`src/rtl/uart_tx_pkg.sv`:
```
package uart_tx_pkg;
  // Strobes from the control unit to the datapath.
  typedef struct packed {
    logic load;   // capture a new byte into the shifter
    logic shift;  // advance the shifter by one bit
  } txStrobes_t;

  typedef enum logic {
    ST_IDLE = 1'b0,
    ST_SEND = 1'b1
  } txState_e;
endpackage

```
`src/rtl/uart_tx_baud.sv`:
```
module uart_tx_baud #(
  parameter int CLKS_PER_BIT = 16
) (
  input  logic clk,
  input  logic rstN,
  input  logic clr,
  output logic tick
);
  localparam int CW = (CLKS_PER_BIT > 1) ? $clog2(CLKS_PER_BIT) : 1;
  localparam logic [CW-1:0] LAST = CW'(CLKS_PER_BIT - 1);

  logic [CW-1:0] cnt;

  assign tick = (cnt == LAST);

  always_ff @(posedge clk or negedge rstN) begin
    if (!rstN)      cnt <= '0;
    else if (clr)   cnt <= '0;
    else if (tick)  cnt <= '0;
    else            cnt <= cnt + 1'b1;
  end


  baud_range_chk: assert property (@(posedge clk) disable iff (!rstN)
    cnt <= LAST);
endmodule

```
`src/rtl/uart_tx_ctrl.sv`:
```
module uart_tx_ctrl
  import uart_tx_pkg::*;
#(
  parameter int DATA_W = 8
) (
  input  logic       clk,
  input  logic       rstN,
  input  logic       modeHalf,
  input  logic       ctsIn,
  input  logic       inValid,
  input  logic       tick,
  output logic       inReady,
  output logic       busy,
  output logic       enActive,
  output txStrobes_t strobes
);
  // lead-in + start + data + stop
  localparam int FRAME_TICKS = DATA_W + 3;
  localparam int BW = $clog2(FRAME_TICKS + 1);
  localparam logic [BW-1:0] LAST_BIT = BW'(FRAME_TICKS - 1);

  txState_e      state;
  logic [BW-1:0] bitCnt;
  logic          ctsMeta, ctsSync;
  logic          modeReg;
  logic          accept;

  always_ff @(posedge clk or negedge rstN) begin
    if (!rstN) begin
      ctsMeta <= 1'b0;
      ctsSync <= 1'b0;
    end else begin
      ctsMeta <= ctsIn;
      ctsSync <= ctsMeta;
    end
  end

  assign inReady = (state == ST_IDLE) && (modeHalf || !ctsSync);
  assign accept  = inValid && inReady;

  always_ff @(posedge clk or negedge rstN) begin
    if (!rstN) begin
      state   <= ST_IDLE;
      bitCnt  <= '0;
      modeReg <= 1'b0;
    end else begin
      case (state)
        ST_IDLE: if (accept) begin
          state   <= ST_SEND;
          bitCnt  <= '0;
          modeReg <= modeHalf;
        end
        ST_SEND: if (tick) begin
          if (bitCnt == LAST_BIT) state <= ST_IDLE;
          bitCnt <= bitCnt + 1'b1;
        end
        default: state <= ST_IDLE;
      endcase
    end
  end

  assign busy          = (state == ST_SEND);
  assign enActive      = busy && modeReg;
  assign strobes.load  = accept;
  assign strobes.shift = busy && tick;


  ready_idle_chk: assert property (@(posedge clk) disable iff (!rstN)
    inReady |-> !busy);


  bitcnt_range_chk: assert property (@(posedge clk) disable iff (!rstN)
    busy |-> (bitCnt <= LAST_BIT));


  mode_hold_chk: assert property (@(posedge clk) disable iff (!rstN)
    (busy && $past(busy)) |-> $stable(modeReg));
endmodule

```
`src/rtl/uart_tx_dpath.sv`:
```
module uart_tx_dpath
  import uart_tx_pkg::*;
#(
  parameter int DATA_W = 8
) (
  input  logic              clk,
  input  logic              rstN,
  input  txStrobes_t        strobes,
  input  logic [DATA_W-1:0] inData,
  output logic              txLine
);
  localparam int SR_W = DATA_W + 3;

  logic [SR_W-1:0] shiftReg;

  always_ff @(posedge clk or negedge rstN) begin
    if (!rstN)               shiftReg <= '1;
    else if (strobes.load)   shiftReg <= {1'b1, inData, 1'b0, 1'b1};
    else if (strobes.shift)  shiftReg <= {1'b1, shiftReg[SR_W-1:1]};
  end

  assign txLine = shiftReg[0];


  lead_high_chk: assert property (@(posedge clk) disable iff (!rstN)
    strobes.load |=> txLine);
endmodule

```
`src/rtl/uart_flow_tx.sv`:
```
module uart_flow_tx
  import uart_tx_pkg::*;
#(
  parameter int DATA_W       = 8,
  parameter int CLKS_PER_BIT = 16
) (
  input  logic              clk,
  input  logic              rstN,
  input  logic              modeHalf,
  input  logic              ctsIn,
  input  logic [DATA_W-1:0] inData,
  input  logic              inValid,
  output logic              inReady,
  output logic              txLine,
  output logic              drvEn,
  output logic              rxDis,
  output logic              busy
);
  txStrobes_t strobes;
  logic       tick;
  logic       enActive;

  uart_tx_baud #(.CLKS_PER_BIT(CLKS_PER_BIT)) i_baud (
    .clk  (clk),
    .rstN (rstN),
    .clr  (strobes.load),
    .tick (tick)
  );

  uart_tx_ctrl #(.DATA_W(DATA_W)) i_ctrl (
    .clk      (clk),
    .rstN     (rstN),
    .modeHalf (modeHalf),
    .ctsIn    (ctsIn),
    .inValid  (inValid),
    .tick     (tick),
    .inReady  (inReady),
    .busy     (busy),
    .enActive (enActive),
    .strobes  (strobes)
  );

  uart_tx_dpath #(.DATA_W(DATA_W)) i_dpath (
    .clk     (clk),
    .rstN    (rstN),
    .strobes (strobes),
    .inData  (inData),
    .txLine  (txLine)
  );

  assign drvEn = enActive;
  assign rxDis = enActive;


  idle_line_chk: assert property (@(posedge clk) disable iff (!rstN)
    !busy |-> txLine);


  enable_busy_chk: assert property (@(posedge clk) disable iff (!rstN)
    drvEn |-> busy);
endmodule

```
`config.mk`:
```
export PLATFORM = sky130hd
export DESIGN_NAME = uart_flow_tx
export DESIGN_NICKNAME = d
export VERILOG_FILES = /design/src/rtl/uart_tx_pkg.sv /design/src/rtl/uart_tx_baud.sv /design/src/rtl/uart_tx_ctrl.sv /design/src/rtl/uart_tx_dpath.sv /design/src/rtl/uart_flow_tx.sv
export SDC_FILE = /design/constraint.sdc
export NUM_CORES = 1
export LEC_CHECK = 0
export BUFFER_PORTS_ARGS = -buffer_cell sky130_fd_sc_hd__buf_2
export CORE_UTILIZATION = 56
export CTS_BUF_LIST = sky130_fd_sc_hd__clkbuf_4 sky130_fd_sc_hd__clkbuf_8
export CTS_CLUSTER_DIAMETER = 120
export DETAILED_ROUTE_END_ITERATION = 7
export PLACE_DENSITY_LB_ADDON = 0.12
export SLEW_MARGIN = 20
export SYNTH_ARGS = -nofsm -noshare
export SYNTH_HDL_FRONTEND = slang
export SYNTH_SLANG_ARGS = --single-unit
```
`constraint.sdc`:
```
create_clock -name clk -period 1.7 [get_ports clk]
set_input_delay 0.425 -clock clk [delete_from_list [all_inputs] [get_ports clk]]
set_output_delay 0.425 -clock clk [all_outputs]
set_load 0.1 [all_outputs]
```
==> results of run 1 <==
-- synth_stat cells (all sizes together) --
cell type / n
nand2: 20
dfrtp: 12
dfstp: 10
nor2: 6
nand3: 5
o21ai: 5
a31oi: 4
buf: 4
a21oi: 3
and2: 3
ha: 3
inv: 3
nor2b: 3
nor3: 2
o22a: 2
o22ai: 2
a221o: 1
and3: 1
and4: 1
clkbuf: 1
nand2b: 1
nand4b: 1
or4b: 1
xnor2: 1
xor2: 1
-- path summary, 6_finish.rpt --
kind,end,slack (ns),depth (start not counted)
setup reg to reg,i_ctrl.bitCnt[3],0.20,5
setup / recovery,drvEn,0.06,2
max in group asynchronous,i_ctrl.busy,1.28,1
hold reg to reg,i_ctrl.ctsSync,0.37,0
hold / removal,i_baud.cnt[2],0.05,1
min in group clk,i_ctrl.ctsMeta,0.22,1
-- sequential cells by signal (all words and copies together), names as in the netlist --
name / flops
i_dpath.shiftReg: 10
i_baud.cnt: 4
i_ctrl.bitCnt: 4
i_ctrl.busy: 1
i_ctrl.ctsMeta: 1
i_ctrl.ctsSync: 1
i_ctrl.modeReg: 1
-- metal layers --
| metal | up-vias | share of wire (%) | GRT usage [%] |
|---|---|---|---|
| li1 | 369 | - | - |
| met1 | 342 | 48 | 28.22 |
| met2 | 15 | 47 | 37.61 |
| met3 | 4 | 3.4 | 2.917 |
| met4 | 0 | 1.2 | 7.879 |
| met5 | - | 0 | 0 |
-- kinds of logic (layout without fill, tap and decap cells) --
logic type | after synthesis | after routing | synth area share (%)
buffers and inverters | 8 | 30 | 4.055
adders and majority gates | 3 | 3 | 3.803
AOI/OAI and AO/OA | 17 | 17 | 11.03
xor gates and xnor gates | 2 | 2 | 1.775
DFF | 22 | 22 | 57.03
and+or+nand+nor | 44 | 44 | 22.31
-- layout by cell type (no fill, tap or decap), types with 2 or more instances in the layout --
| cell type | n |
|---|---|
| buf_4 | 7 |
| dfstp_2 | 10 |
| a21oi_1 | 2 |
| inv_1 | 3 |
| ha_1 | 3 |
| o22a_1 | 2 |
| a31oi_1 | 4 |
| nor2_1 | 6 |
| o21ai_0 | 4 |
| nor3_1 | 2 |
| nand3_1 | 5 |
| nand2_1 | 19 |
| clkbuf_4 | 5 |
| o22ai_1 | 2 |
| dfrtp_1 | 11 |
| and2_1 | 2 |
| buf_2 | 12 |
| buf_12 | 3 |
-- power groups by stage --
stage / registers (µW) / clock network (µW) / logic, µW
2_1_floorplan: 1060 / 0 / 683
3_5_place_dp: 994 / 0 / 974
4_1_cts: 985 / 262 / 983
5_1_grt: 1010 / 286 / 1080
6_report: 981 / 257 / 996
3_3_place_gp: 978 / 0 / 951
-- metrics by stage --
stage               power [µW]  utilization [%]  cells  hold WS (ns)  setup slack [ns]
floorplan                 1739                -     96        0.1294          -0.07730
global placement          1929            73.10    128        0.3393            0.2379
detailed placement        1968            73.10    128        0.3443            0.2185
CTS                       2230            75.16    132       0.07335          0.005581
global route              2379            76.27    134       0.09038           0.01330
finish                    2233            76.27    134       0.05140           0.05561
-- worst register-to-register path, cell delays in order (launching register included) --
cell     delay, ns
dfrtp_1       0.39
ha_1          0.20
and3_4        0.22
nand2_2       0.06
or4b_1        0.49
nand3_1       0.09
-- repair_timing --
action,CTS,global route
setup endpoints to repair,1,3
setup buffers,0,2
gates resized for setup,1,1
hold buffers,0,0
hold endpoints to repair,0,0
-- cell type report --
type,instances,area share (%)
inverters,3,0.9365
flip-flops and latches,22,47.14
multi-input cells,66,32.78
well taps,16,1.665
clock buffers,4,2.497
repair buffers,23,14.98
==> flow_metrics.py, run 1 <==
metrics = {
    "outcome": {
        "status": "completed",
    },
    "timing": {
        "period_minus_slack_ns": 1.644,
        "slew_viol_final": 0,
        "setup_viol": 0,
        "finalHoldViolCount": 0,
        "post-route-period-util_pct": 96.73,
        "fin_worst_skew_ns": 0.008344,
        "relSlewSlack_pct": 68.95,
        "setup_tns_ns": 0,
        "worst_slew_pin_slew_ns": 0.4658,
        "fmax_mhz": 608.1,
        "rsz0062_at_grt": "false",
    },
    "detailed_routing": {
        "drtIter0Drc": 1,
        "route.detailed.drc": 0,
        "num_vias": 730,
        "wirelength_um": 1774,
        "firstDrtPassIters": 3,
        "wl_per_cell_um": 13.24,
        "via_per_inst": 5.448,
        "ant_nets": 0,
    },
    "power_and_ir_drop": {
        "seqPwrFrac_pct": 43.9,
        "power_per_cell_area_nw_per_um2": 1857,
        "power_frac_comb_pct": 44.6,
        "p_sw_uw": 911.5,
        "p_leak_uw": 0.0005633,
        "clockPowerShare_pct": 11.5,
        "p_sw_share_pct": 40.81,
        "peakVddDrop_mv": 1.150,
        "internal_power_uw": 1322,
    },
    "synth": {
        "synth_seq_cells": 22,
        "synth_top_area_share_pct": 30.42,
        "synth_fp_nets": 112,
        "yosysUniqueCellTypes": 30,
        "synthTopCellsByArea": "dfrtp_1 (30%), dfstp_2 (27%), nand2_1 (7.2%)",
        "yosys.area.top_type": "dfrtp_1",
        "syn_inst": 96,
        "yosysWarnings": 0,
        "netlist_area_um2": 987.2,
        "ys_seq_area_share_pct": 57.03,
        "syn-mean-instance-area_um2": 10.28,
    },
    "layout": {
        "seqCellArea_um2": 566.8,
        "design_area_um2": 1202,
        "multiInputGateArea_um2": 394.1,
        "fill_cells": 109,
        "final_nets": 135,
        "insertedDiodeCount": 0,
        "area_growth_pct": 21.80,
        "drive_gt1_share_pct": 37.29,
    },
    "global_route": {
        "antenna_found_initial": 0,
        "grt_max_degree": 23,
        "grt_pass1_wl_um": 3077,
        "grt_pass1_vias": 742,
        "overflow": 0,
        "gr-usage-all-layers_pct": 21.84,
    },
    "setup_path": {
        "critPathMaxFanout": 10,
        "cp_data_arrival_time_ns": 1.22,
        "cp_top_family": "flip-flops",
        "cp_data_required_time_ns": 1.27,
        "slowest_delay_ns": 0.56,
        "end_kind": "output port",
        "crit_buf_inv": 1,
        "path_cells": "and2_4 -> buf_12",
        "startpoint": "i_ctrl.busy",
        "setup.worst_path.start_class": "flip-flop",
        "critPathKind": "flip-flop to output port",
        "cp_slowest_cell": "dfrtp_4",
        "crit-reg2reg-launch": "i_baud.cnt[0]",
    },
    "clock_network": {
        "numCtsBuffers": 3,
        "cts.sinks": 22,
        "ctsHtreeMaxLevel": 1,
        "path_clk_slew_ns": 0.12,
        "clk_path_buf_depth": 2,
        "ctsRootBufferMaster": "clkbuf_4",
        "cts_tree": "built",
        "clk_latency_ns": 0.30,
    },
    "floorplan": {
        "start_util_pct": 62.62,
        "core-area_um2": 1577,
        "rows": 14,
        "ios": 18,
        "die_h_um": 43.99,
        "die_area_um2": 1935,
        "die_w_um": 43.99,
    },
    "placement": {
        "place_area_um2": 1152,
        "port_buffers": 17,
        "place_congestion": 0.7549,
        "dpl.hpwl_um": 1295,
    },
    "worst_hold_path": {
        "hp-class": "primary input to async pin",
    },
    "flow_run": {
        "cap_violations": 0,
    },
}
No activity file was read; power rests on OpenSTA's default activity.
==> inputs of run 2 (changes only) <==
--- a/config.mk
+++ b/config.mk
@@ -6,8 +6,8 @@
 export NUM_CORES = 1
 export LEC_CHECK = 0
 export BUFFER_PORTS_ARGS = -buffer_cell sky130_fd_sc_hd__buf_2
-export CORE_UTILIZATION = 56
-export CTS_BUF_LIST = sky130_fd_sc_hd__clkbuf_4 sky130_fd_sc_hd__clkbuf_8
+export CORE_MARGIN = 2
+export CORE_UTILIZATION = 53
 export CTS_CLUSTER_DIAMETER = 120
 export DETAILED_ROUTE_END_ITERATION = 7
 export PLACE_DENSITY_LB_ADDON = 0.12
==> flow_metrics.py, run 2 (synthesis results as in run 1) <==
metrics = {
    "global_route": {
        "grt_max_degree": 23,
        "antenna_found_initial": 0,
        "overflow": 0,
        "gr-usage-all-layers_pct": 20.49,
        "grt.met1_usage_pct": 28.36,
        "grt_pass1_wl_um": 3015,
        "grtUsageMet3_pct": 4.615,
        "grt_pass1_vias": 651,
        "use_met2_pct": 31.23,
        "grt_busiest_layer": "met2",
    },
    "clock_network": {
        "path_clk_slew_ns": 0.12,
        "cts.sinks": 22,
        "clk_path_buf_depth": 2,
        "ctsHtreeMaxLevel": 1,
        "cts_tree": "built",
        "clk_latency_ns": 0.31,
        "numCtsBuffers": 3,
        "ctsRootBufferMaster": "clkbuf_4",
    },
    "outcome": {
        "status": "completed",
    },
    "placement": {
        "dp_slack_ns": 0.1708,
        "place_congestion": 0.7488,
        "port_buffers": 17,
        "dp_cells": 135,
        "dpl.hpwl_um": 1265,
    },
    "setup_path": {
        "cp_data_arrival_time_ns": 1.23,
        "end_kind": "output port",
        "critPathMaxFanout": 8,
        "critPathKind": "flip-flop to output port",
        "setup.worst_path.start_class": "flip-flop",
        "reg2reg_depth": 5,
        "path_cells": "and2_4 -> buf_12",
        "cp_slowest_cell": "dfrtp_4",
        "crit-reg2reg-launch": "i_baud.cnt[0]",
        "cp_data_required_time_ns": 1.27,
        "r2r-end": "i_ctrl.bitCnt[3]",
        "ff2ff_setup_slack_ns": 0.12,
        "slowest_delay_ns": 0.56,
    },
    "layout": {
        "layout_common_cells": "nand2_1 (19), buf_2 (12), dfrtp_1 (11)",
        "fin_util_pct": 69.46,
        "largest_register_ff_count": 10,
        "final_nets": 134,
        "insertedDiodeCount": 0,
        "layout_commonest_cell": "nand2_1",
        "fin_cells": 142,
        "drive_gt1_share_pct": 36.75,
        "top_register": "i_dpath.shiftReg",
        "area_growth_pct": 22.81,
        "largest_registers": "i_dpath.shiftReg (10), i_baud.cnt (4), i_ctrl.bitCnt (4)",
    },
    "timing": {
        "setup_tns_ns": 0,
        "period_minus_slack_ns": 1.657,
        "rsz0062_at_grt": "false",
        "fin_worst_skew_ns": 0.001940,
        "setup_ws_ns": 0.04326,
        "post-route-period-util_pct": 97.46,
        "relSlewSlack_pct": 67.85,
        "fmax_mhz": 603.6,
        "setup_viol": 0,
        "worst_slew_pin_slew_ns": 0.4822,
        "slew_viol_final": 0,
        "finalHoldViolCount": 0,
    },
    "detailed_routing": {
        "via_per_inst": 5.359,
        "drtIter0Drc": 16,
        "num_vias": 761,
        "firstDrtPassIters": 4,
        "wl_per_cell_um": 13.94,
        "ant_nets": 0,
        "route.detailed.drc": 0,
        "wirelength_um": 1979,
    },
    "power_and_ir_drop": {
        "peakVddDrop_mv": 1.268,
        "total_power_uw": 2285,
        "p_leak_uw": 0.0005621,
        "power_per_cell_area_nw_per_um2": 1884,
    },
    "floorplan": {
        "rows": 15,
        "start_util_pct": 56.56,
        "die_h_um": 47.16,
        "die_w_um": 47.16,
        "core-area_um2": 1745,
        "die_area_um2": 2224,
        "ios": 18,
    },
    "flow_run": {
        "cap_violations": 0,
    },
    "worst_hold_path": {
        "hp-class": "primary input to async pin",
    },
}
==> run 2: how the worst max path moves through the flow <==
stage | startpoint | endpoint | slack (ns)
CTS | i_ctrl.busy | rxDis | 0.02
finish | i_ctrl.busy | rxDis | 0.04
global route | i_ctrl.busy | rxDis | 0.01
detailed placement | i_baud.cnt[0] | i_ctrl.bitCnt[3] | 0.17
floorplan | i_ctrl.busy | rxDis | -0.08
global placement | modeHalf | i_dpath.shiftReg[0] | 0.21
==> run 2: per-layer routing <==
| metal | vias to the layer above | routed length [µm] | share of wire (%) |
|---|---|---|---|
| met5 | - | 0 | 0 |
| met4 | 0 | 20 | 1.0 |
| met3 | 2 | 105 | 5.3 |
| met2 | 32 | 958 | 48 |
| met1 | 360 | 895 | 45 |
| li1 | 367 | - | - |
==> run 2: layout make-up <==
| cell class | instances | area, µm² |
|---|---|---|
| Clock buffer | 4 | 36.28 |
| Fill cell | 147 | 533.0 |
| Inverter | 3 | 11.26 |
| Multi-Input combinational cell | 66 | 394.1 |
| Sequential cell | 22 | 566.8 |
| Tap cell | 25 | 31.28 |
| Timing Repair Buffer | 22 | 172.7 |
==> run 2: per-stage QoR <==
step                      hold WS (ns)  instance area (µm²)
after floorplan                 0.1294                 1017
after global placement          0.3373                 1149
after detailed placement        0.3347                 1149
after CTS                      0.06749                 1190
after global routing           0.07691                 1212
final                          0.04903                 1212
==> run 2: repair_timing <==
item,in CTS,in global routing
endpoints found under the setup margin,2,3
hold endpoints to repair,0,0
resized for setup,2,0
setup buffers,0,3
hold buffers,0,0
==> run 2: where the power goes <==
group | internal (µW) | switching [µW]
clock network | 131 | 161
registers | 823 | 154
logic | 390 | 625
==> run 2: worst max-delay path: cells and delay by family, from the launching register on <==
family / cells / cell delay, ns
buffers and inverters: 1 / 0.16
DFF: 1 / 0.56
and+or+nand+nor: 1 / 0.20
